### config.mk
export PLATFORM = sky130hd
export DESIGN_NAME = ldst_agen
export DESIGN_NICKNAME = d
export VERILOG_FILES = /design/src/rtl/agen_pkg.sv /design/src/rtl/agen_decode.sv /design/src/rtl/agen_offset_adder.sv /design/src/rtl/agen_out_reg.sv /design/src/rtl/ldst_agen.sv
export SDC_FILE = /design/constraint.sdc
export NUM_CORES = 1
export LEC_CHECK = 0
export ABC_AREA = 0
export BUFFER_PORTS_ARGS = -buffer_cell sky130_fd_sc_hd__buf_2
export CORE_MARGIN = 2
export CORE_UTILIZATION = 45
export DETAILED_ROUTE_END_ITERATION = 10
export GPL_TIMING_DRIVEN = 0
export HOLD_SLACK_MARGIN = 0.1
export PLACE_DENSITY = 0.7
export SYNTH_ARGS = -nofsm -noshare
export SYNTH_HDL_FRONTEND = slang
export SYNTH_SLANG_ARGS = --single-unit
### constraint.sdc
create_clock -name clk -period 1.4 [get_ports clk]
set_clock_uncertainty 0.1 [all_clocks]
set_input_delay 0.07 -clock clk [delete_from_list [all_inputs] [get_ports clk]]
set_output_delay 0.07 -clock clk [all_outputs]
set_load 0.01 [all_outputs]
### src/rtl/agen_pkg.sv
package agen_pkg;
   // Bit positions of the transfer word; the decoder depends on them.
   localparam int unsigned INSTR_W   = 32;
   localparam int unsigned OFS_W     = 12;
   localparam int unsigned RIDX_W    = 4;
   localparam int unsigned POS_RN    = 16;
   localparam int unsigned POS_LOAD  = 20;
   localparam int unsigned POS_WBIT  = 21;
   localparam int unsigned POS_BYTE  = 22;
   localparam int unsigned POS_UP    = 23;
   localparam int unsigned POS_PRE   = 24;
   localparam int unsigned POS_IMM   = 25;
   localparam int unsigned POS_CLASS = 26;
   localparam logic [1:0]  CLASS_SINGLE = 2'b01;

   typedef struct packed {
      logic              reg_ofs;
      logic              pre;
      logic              up;
      logic              byte_sz;
      logic              wbit;
      logic              load;
      logic [1:0]        cls;
      logic [RIDX_W-1:0] rn;
      logic [OFS_W-1:0]  ofs;
   } xfer_fields_t;

   typedef struct packed {
      logic wb_req;
      logic user;
      logic bad;
   } xfer_ctl_t;
endpackage

### src/rtl/agen_decode.sv
module agen_decode
   import agen_pkg::*;
#(
   parameter int unsigned PC_IDX = 15
) (
   input  logic [INSTR_W-1:0] instr,
   output xfer_fields_t       fields,
   output xfer_ctl_t          ctl
);
   logic unused_bits;
   logic bad_form;
   logic pc_update;

   assign fields.reg_ofs = instr[POS_IMM];
   assign fields.pre     = instr[POS_PRE];
   assign fields.up      = instr[POS_UP];
   assign fields.byte_sz = instr[POS_BYTE];
   assign fields.wbit    = instr[POS_WBIT];
   assign fields.load    = instr[POS_LOAD];
   assign fields.cls     = instr[POS_CLASS +: 2];
   assign fields.rn      = instr[POS_RN +: RIDX_W];
   assign fields.ofs     = instr[OFS_W-1:0];

   // Condition and transfer register fields are resolved elsewhere.
   assign unused_bits = ^{instr[INSTR_W-1:POS_CLASS+2], instr[POS_RN-1:OFS_W]};

   always_comb begin
      // Post-indexed always updates; pre-indexed updates on W.
      ctl.wb_req = !fields.pre || fields.wbit;
      // W without pre-indexing means unprivileged transfer.
      ctl.user   = !fields.pre && fields.wbit;
      bad_form   = fields.reg_ofs || (fields.cls != CLASS_SINGLE);
      pc_update  = ctl.wb_req && (fields.rn == RIDX_W'(PC_IDX));
      ctl.bad    = bad_form || pc_update;
   end
endmodule

### src/rtl/agen_offset_adder.sv
module agen_offset_adder
   import agen_pkg::*;
#(
   parameter int unsigned ADDR_W       = 32,
   parameter bit          ADDER_SHARED = 1'b1
) (
   input  logic [ADDR_W-1:0] base,
   input  logic [OFS_W-1:0]  ofs,
   input  logic              up,
   output logic [ADDR_W-1:0] sum
);
   localparam int unsigned EXT_W = ADDR_W - OFS_W;

   logic [ADDR_W-1:0] ofs_ext;
   assign ofs_ext = {{EXT_W{1'b0}}, ofs};

   generate
      if (ADDER_SHARED) begin : g_shared
         // One carry chain: subtract as base + ~ofs + 1.
         logic [ADDR_W-1:0] operand;
         logic [ADDR_W-1:0] cin;
         assign operand = up ? ofs_ext : ~ofs_ext;
         assign cin     = {{(ADDR_W-1){1'b0}}, !up};
         assign sum     = base + operand + cin;
      end else begin : g_split
         // Two carry chains in parallel, direction bit picks late.
         logic [ADDR_W-1:0] plus_v;
         logic [ADDR_W-1:0] minus_v;
         assign plus_v  = base + ofs_ext;
         assign minus_v = base - ofs_ext;
         assign sum     = up ? plus_v : minus_v;
      end
   endgenerate
endmodule

### src/rtl/agen_out_reg.sv
module agen_out_reg #(
   parameter int unsigned ADDR_W = 32
) (
   input  logic              clk,
   input  logic              rst_n,
   input  logic              load_en,
   input  logic [ADDR_W-1:0] addr_d,
   input  logic [ADDR_W-1:0] wbv_d,
   input  logic              wb_en_d,
   input  logic              load_d,
   input  logic              byte_d,
   input  logic              user_d,
   input  logic              bad_d,
   output logic              valid_q,
   output logic [ADDR_W-1:0] addr_q,
   output logic [ADDR_W-1:0] wbv_q,
   output logic              wb_en_q,
   output logic              load_q,
   output logic              byte_q,
   output logic              user_q,
   output logic              bad_q
);
   always_ff @(posedge clk or negedge rst_n) begin
      if (!rst_n) begin
         valid_q <= 1'b0;
         addr_q  <= '0;
         wbv_q   <= '0;
         wb_en_q <= 1'b0;
         load_q  <= 1'b0;
         byte_q  <= 1'b0;
         user_q  <= 1'b0;
         bad_q   <= 1'b0;
      end else begin
         valid_q <= load_en;
         if (load_en) begin
            addr_q  <= addr_d;
            wbv_q   <= wbv_d;
            wb_en_q <= wb_en_d;
            load_q  <= load_d;
            byte_q  <= byte_d;
            user_q  <= user_d;
            bad_q   <= bad_d;
         end
      end
   end
endmodule

### src/rtl/ldst_agen.sv
module ldst_agen
   import agen_pkg::*;
#(
   parameter int unsigned ADDR_W       = 32,
   parameter int unsigned PC_IDX       = 15,
   parameter bit          ADDER_SHARED = 1'b1
) (
   input  logic                clk,
   input  logic                rst_n,
   input  logic                in_valid,
   input  logic [INSTR_W-1:0]  instr,
   input  logic [ADDR_W-1:0]   base,
   output logic                out_valid,
   output logic [ADDR_W-1:0]   addr,
   output logic                wb_en,
   output logic [ADDR_W-1:0]   wb_value,
   output logic                is_load,
   output logic                is_byte,
   output logic                user_access,
   output logic                illegal
);
   generate
      if (ADDR_W <= OFS_W) begin : g_bad_width
         $error("ldst_agen: ADDR_W must exceed the offset width");
      end
      if (PC_IDX >= (1 << RIDX_W)) begin : g_bad_pc
         $error("ldst_agen: PC_IDX out of register index range");
      end
   endgenerate

   xfer_fields_t      fields;
   xfer_ctl_t         ctl;
   logic [ADDR_W-1:0] sum;
   logic [ADDR_W-1:0] addr_d;
   logic              wb_en_d;

   agen_decode #(.PC_IDX(PC_IDX)) u_decode (
      .instr  (instr),
      .fields (fields),
      .ctl    (ctl)
   );

   agen_offset_adder #(
      .ADDR_W       (ADDR_W),
      .ADDER_SHARED (ADDER_SHARED)
   ) u_adder (
      .base (base),
      .ofs  (fields.ofs),
      .up   (fields.up),
      .sum  (sum)
   );

   assign addr_d  = fields.pre ? sum : base;
   assign wb_en_d = ctl.wb_req && !ctl.bad;

   agen_out_reg #(.ADDR_W(ADDR_W)) u_out (
      .clk     (clk),
      .rst_n   (rst_n),
      .load_en (in_valid),
      .addr_d  (addr_d),
      .wbv_d   (sum),
      .wb_en_d (wb_en_d),
      .load_d  (fields.load),
      .byte_d  (fields.byte_sz),
      .user_d  (ctl.user),
      .bad_d   (ctl.bad),
      .valid_q (out_valid),
      .addr_q  (addr),
      .wbv_q   (wb_value),
      .wb_en_q (wb_en),
      .load_q  (is_load),
      .byte_q  (is_byte),
      .user_q  (user_access),
      .bad_q   (illegal)
   );
endmodule

==> results.json <==
{
  "status": "finished, violations left",
  "violations": "setup timing",
  "grtUsageMet3_pct": 5.93,
  "fillers": 670,
  "ir_drop_mv": 0.737,
  "hpwl_mm": 11.0,
  "diodes": 0,
  "ys.flop_type": "dfrtp_1",
  "dp_cells": 808,
  "tightest_slew_ns": 0.924,
  "max_cap_viol_count": 0,
  "slew_violations": 0,
  "crit_type": "input port to flop",
  "timing_hold_violations_final": 0,
  "grt-busiest-layer": "met2",
  "leakagePower_nw": 3.76,
  "vias": 5531,
  "grt_util_met2_pct": 54.0,
  "antenna_left": 0,
  "yosysSeqAreaShare_pct": 35.0,
  "synthToLayoutAreaGrowth_pct": 68.8,
  "core_area_um2": 10800,
  "drtIter0Drc": 359,
  "antenna_found_initial": 0,
  "clkSlewWorstSetupHoldPaths_ns": 0.08,
  "synth.avg_cell_area_um2": 9.26,
  "min_period_ns": 2.55,
  "drive_above_1_share_pct": 51.6,
  "final.setup.worst_slack_ns": -1.15,
  "clock_sinks": 70,
  "grt_pass1_wl_mm": 27.9,
  "synthArstFlopShare_pct": 100,
  "fin_util_pct": 78.0,
  "viasPerCell": 5.89,
  "syn_inst": 541,
  "die_w_um": 110,
  "grt_setup_unrepaired": "true",
  "place_ws_ns": -2.03,
  "nNetsFinal": 892,
  "grt_pass1_vias": 5470,
  "maxSlewHeadroom_pct": 38.4,
  "ioPinCount": 137,
  "grt_use_total_pct": 30.4,
  "htreeDepth": 3,
  "initial_core_util_pct": 46.2,
  "setup_tns_ns": -52.12,
  "numCtsBuffers": 9,
  "gp_congestion": 0.932,
  "rrSetupSlack_ns": 0.34,
  "setup_viol": 60,
  "synth_warnings": 0,
  "overflow": 0,
  "drc": 0,
  "synth-edff-count": 0,
  "path_max_fanout": 7,
  "critical_path_arrival_ns": 2.71,
  "drt_wl_total_mm": 19.8,
  "finalCritPeriodShare_pct": 182,
  "clock-root-buffer": "clkbuf_8",
  "grt_use_met1_pct": 35.6,
  "cp.required_ns": 1.56,
  "io_buffer_count": 127,
  "grt_max_degree": 71,
  "critPathCaptureType": "flop",
  "syn_area_um2": 5010,
  "synth_nets": 639,
  "num_rows": 38,
  "p_per_area_nw_per_um2": 1050,
  "post_layout_nonfiller_instances": 939,
  "hp-class": "input port to flop",
  "cts_tree": "done",
  "ys_seq_elements": 70,
  "insertion_delay_ns": 0.37,
  "yosysUniqueCellTypes": 62,
  "dr.pass1.iters": 5,
  "start_kind": "input port",
  "dieArea_um2": 12000,
  "post_drt_wl_per_cell_um": 21.1,
  "die_y_um": 110,
  "clock.fmax_ghz": 0.392,
  "clock_path_buffers": 2
}
flip-flops by register name, indices dropped and copies added (netlist names):
signal and count:
u_out.addr_q 32, u_out.wbv_q 32, u_out.bad_q 1, u_out.byte_q 1
u_out.load_q 1, u_out.user_q 1, u_out.valid_q 1, u_out.wb_en_q 1
cell families (layout without fill, tap and decap cells):
logic type / after synthesis / in the layout / share of synthesized area [%]
adder cells (fa/ha/maj): 31 / 31 / 7.89
multiplexers: 49 / 49 / 10.5
flip-flops: 70 / 70 / 35.0
XOR/XNOR: 41 / 41 / 7.17
AO/OA/AOI/OAI: 151 / 151 / 19.3
AND/OR/NAND/NOR: 145 / 145 / 13.8
buffers and inverters: 54 / 312 / 6.29
through the flow:
| stage | area (um2) | hold WS [ns] | power [W] |
|---|---|---|---|
| 2_1_floorplan | 5170 | -0.326 | 0.00454 |
| 3_3_place_gp | 5980 | 0.143 | 0.00547 |
| 3_5_place_dp | 5980 | 0.153 | 0.00556 |
| 4_1_cts | 7710 | 0.130 | 0.00812 |
| 5_1_grt | 8460 | 0.168 | 0.00931 |
| 6_report | 8460 | 0.144 | 0.00892 |
cells in the final DEF, fill, tap and decap left out, drive strengths merged, types with 3 or more instances in the layout:
cell type	Yosys	routed
a31oi	6	6
o21a	6	6
a311o	3	3
and3	3	3
inv	21	20
nand4	12	12
nand2	30	30
or3	9	9
xor2	12	12
nand3	22	22
mux2	29	29
o21ai	23	23
a21oi	67	67
xnor2	29	29
clkbuf	18	27
o221ai	5	5
nor2	49	49
o31ai	3	3
mux2i	20	20
dfrtp	70	70
ha	30	30
buf	13	215
a21o	12	12
dlygate4sd3	0	45
o21bai	4	4
nor2b	9	9
o211ai	4	4
Yosys cell counts, drive strengths merged (3+ instances only):
cell    number  area share, %
buf         13            2.1
mux2i       20            4.0
nand4       12            1.5
o21ai       23            2.3
a21o        12            1.8
nand3       22            2.2
a311o        3           0.60
o31ai        3           0.55
o21a         6           0.90
clkbuf      18            1.7
a21oi       67            6.9
xnor2       29            5.1
nor2b        9            1.1
ha          30            7.5
a31oi        6           0.75
or3          9            1.1
and3         3           0.37
nand2       30            2.3
o221ai       5           0.87
inv         21            1.6
o211ai       4           0.60
xor2        12            2.1
nor2        49            3.7
dfrtp       70             35
o21bai       4           0.60
mux2        29            6.5
where the power goes:
group          switching (W)  internal, W  total (W)
Combinational        0.00225      0.00221    0.00447
Sequential          0.000242      0.00245    0.00269
Clock               0.000839     0.000920    0.00176
Total                0.00333      0.00558    0.00892
critical path, stage by stage:
cell and delay (ns):
clkbuf_16 0.14, buf_16 0.14, xnor2_1 0.16, ha_1 0.33, buf_6 0.16, nand4_1 0.40, o221ai_2 0.33, a21oi_2 0.12
o21ai_4 0.25, a31oi_4 0.15, mux2i_1 0.14, a311o_1 0.31
area by class of cell:
| type | instances | area, um2 | area share [%] |
|---|---|---|---|
| multi-input cells | 417 | 4220 | 49.9 |
| clock inverters | 3 | 42.5 | 0.503 |
| inverters | 21 | 82.6 | 0.976 |
| repair buffers | 249 | 1790 | 21.2 |
| clock buffers | 13 | 159 | 1.88 |
| plain buffers | 26 | 234 | 2.77 |
| well taps | 140 | 175 | 2.07 |
| flip-flops and latches | 70 | 1750 | 20.7 |
routing by layer:
metal  part of all wire (%)  routed length [um]
met3                    7.0                1390
met5                      0                   0
met1                     37                7430
met4                    4.8                 947
met2                     51               10100
path summary, 6_finish.rpt:
check                                 startpoint               end  cells after the start
worst max-delay path                   instr[23]  u_out.addr_q[28]                     12
worst min-delay path                    base[30]   u_out.wbv_q[30]                      4
worst max register to register  u_out.addr_q[24]  u_out.addr_q[24]                      2
worst min register to register     u_out.wb_en_q     u_out.wb_en_q                      1
max in group asynchronous                  rst_n  u_out.addr_q[11]                      2
min in group asynchronous                  rst_n   u_out.wbv_q[29]                      2
repair_timing:
item                                    CTS  global route
endpoints found under the setup margin   62            62
hold buffers                             45             0
cloned                                    1             0
gates resized for setup                 140            95
endpoints found under the hold margin   112             0
buffers inserted                         52            26
pin swaps                                39            61
(Power assumes the default switching activity.)
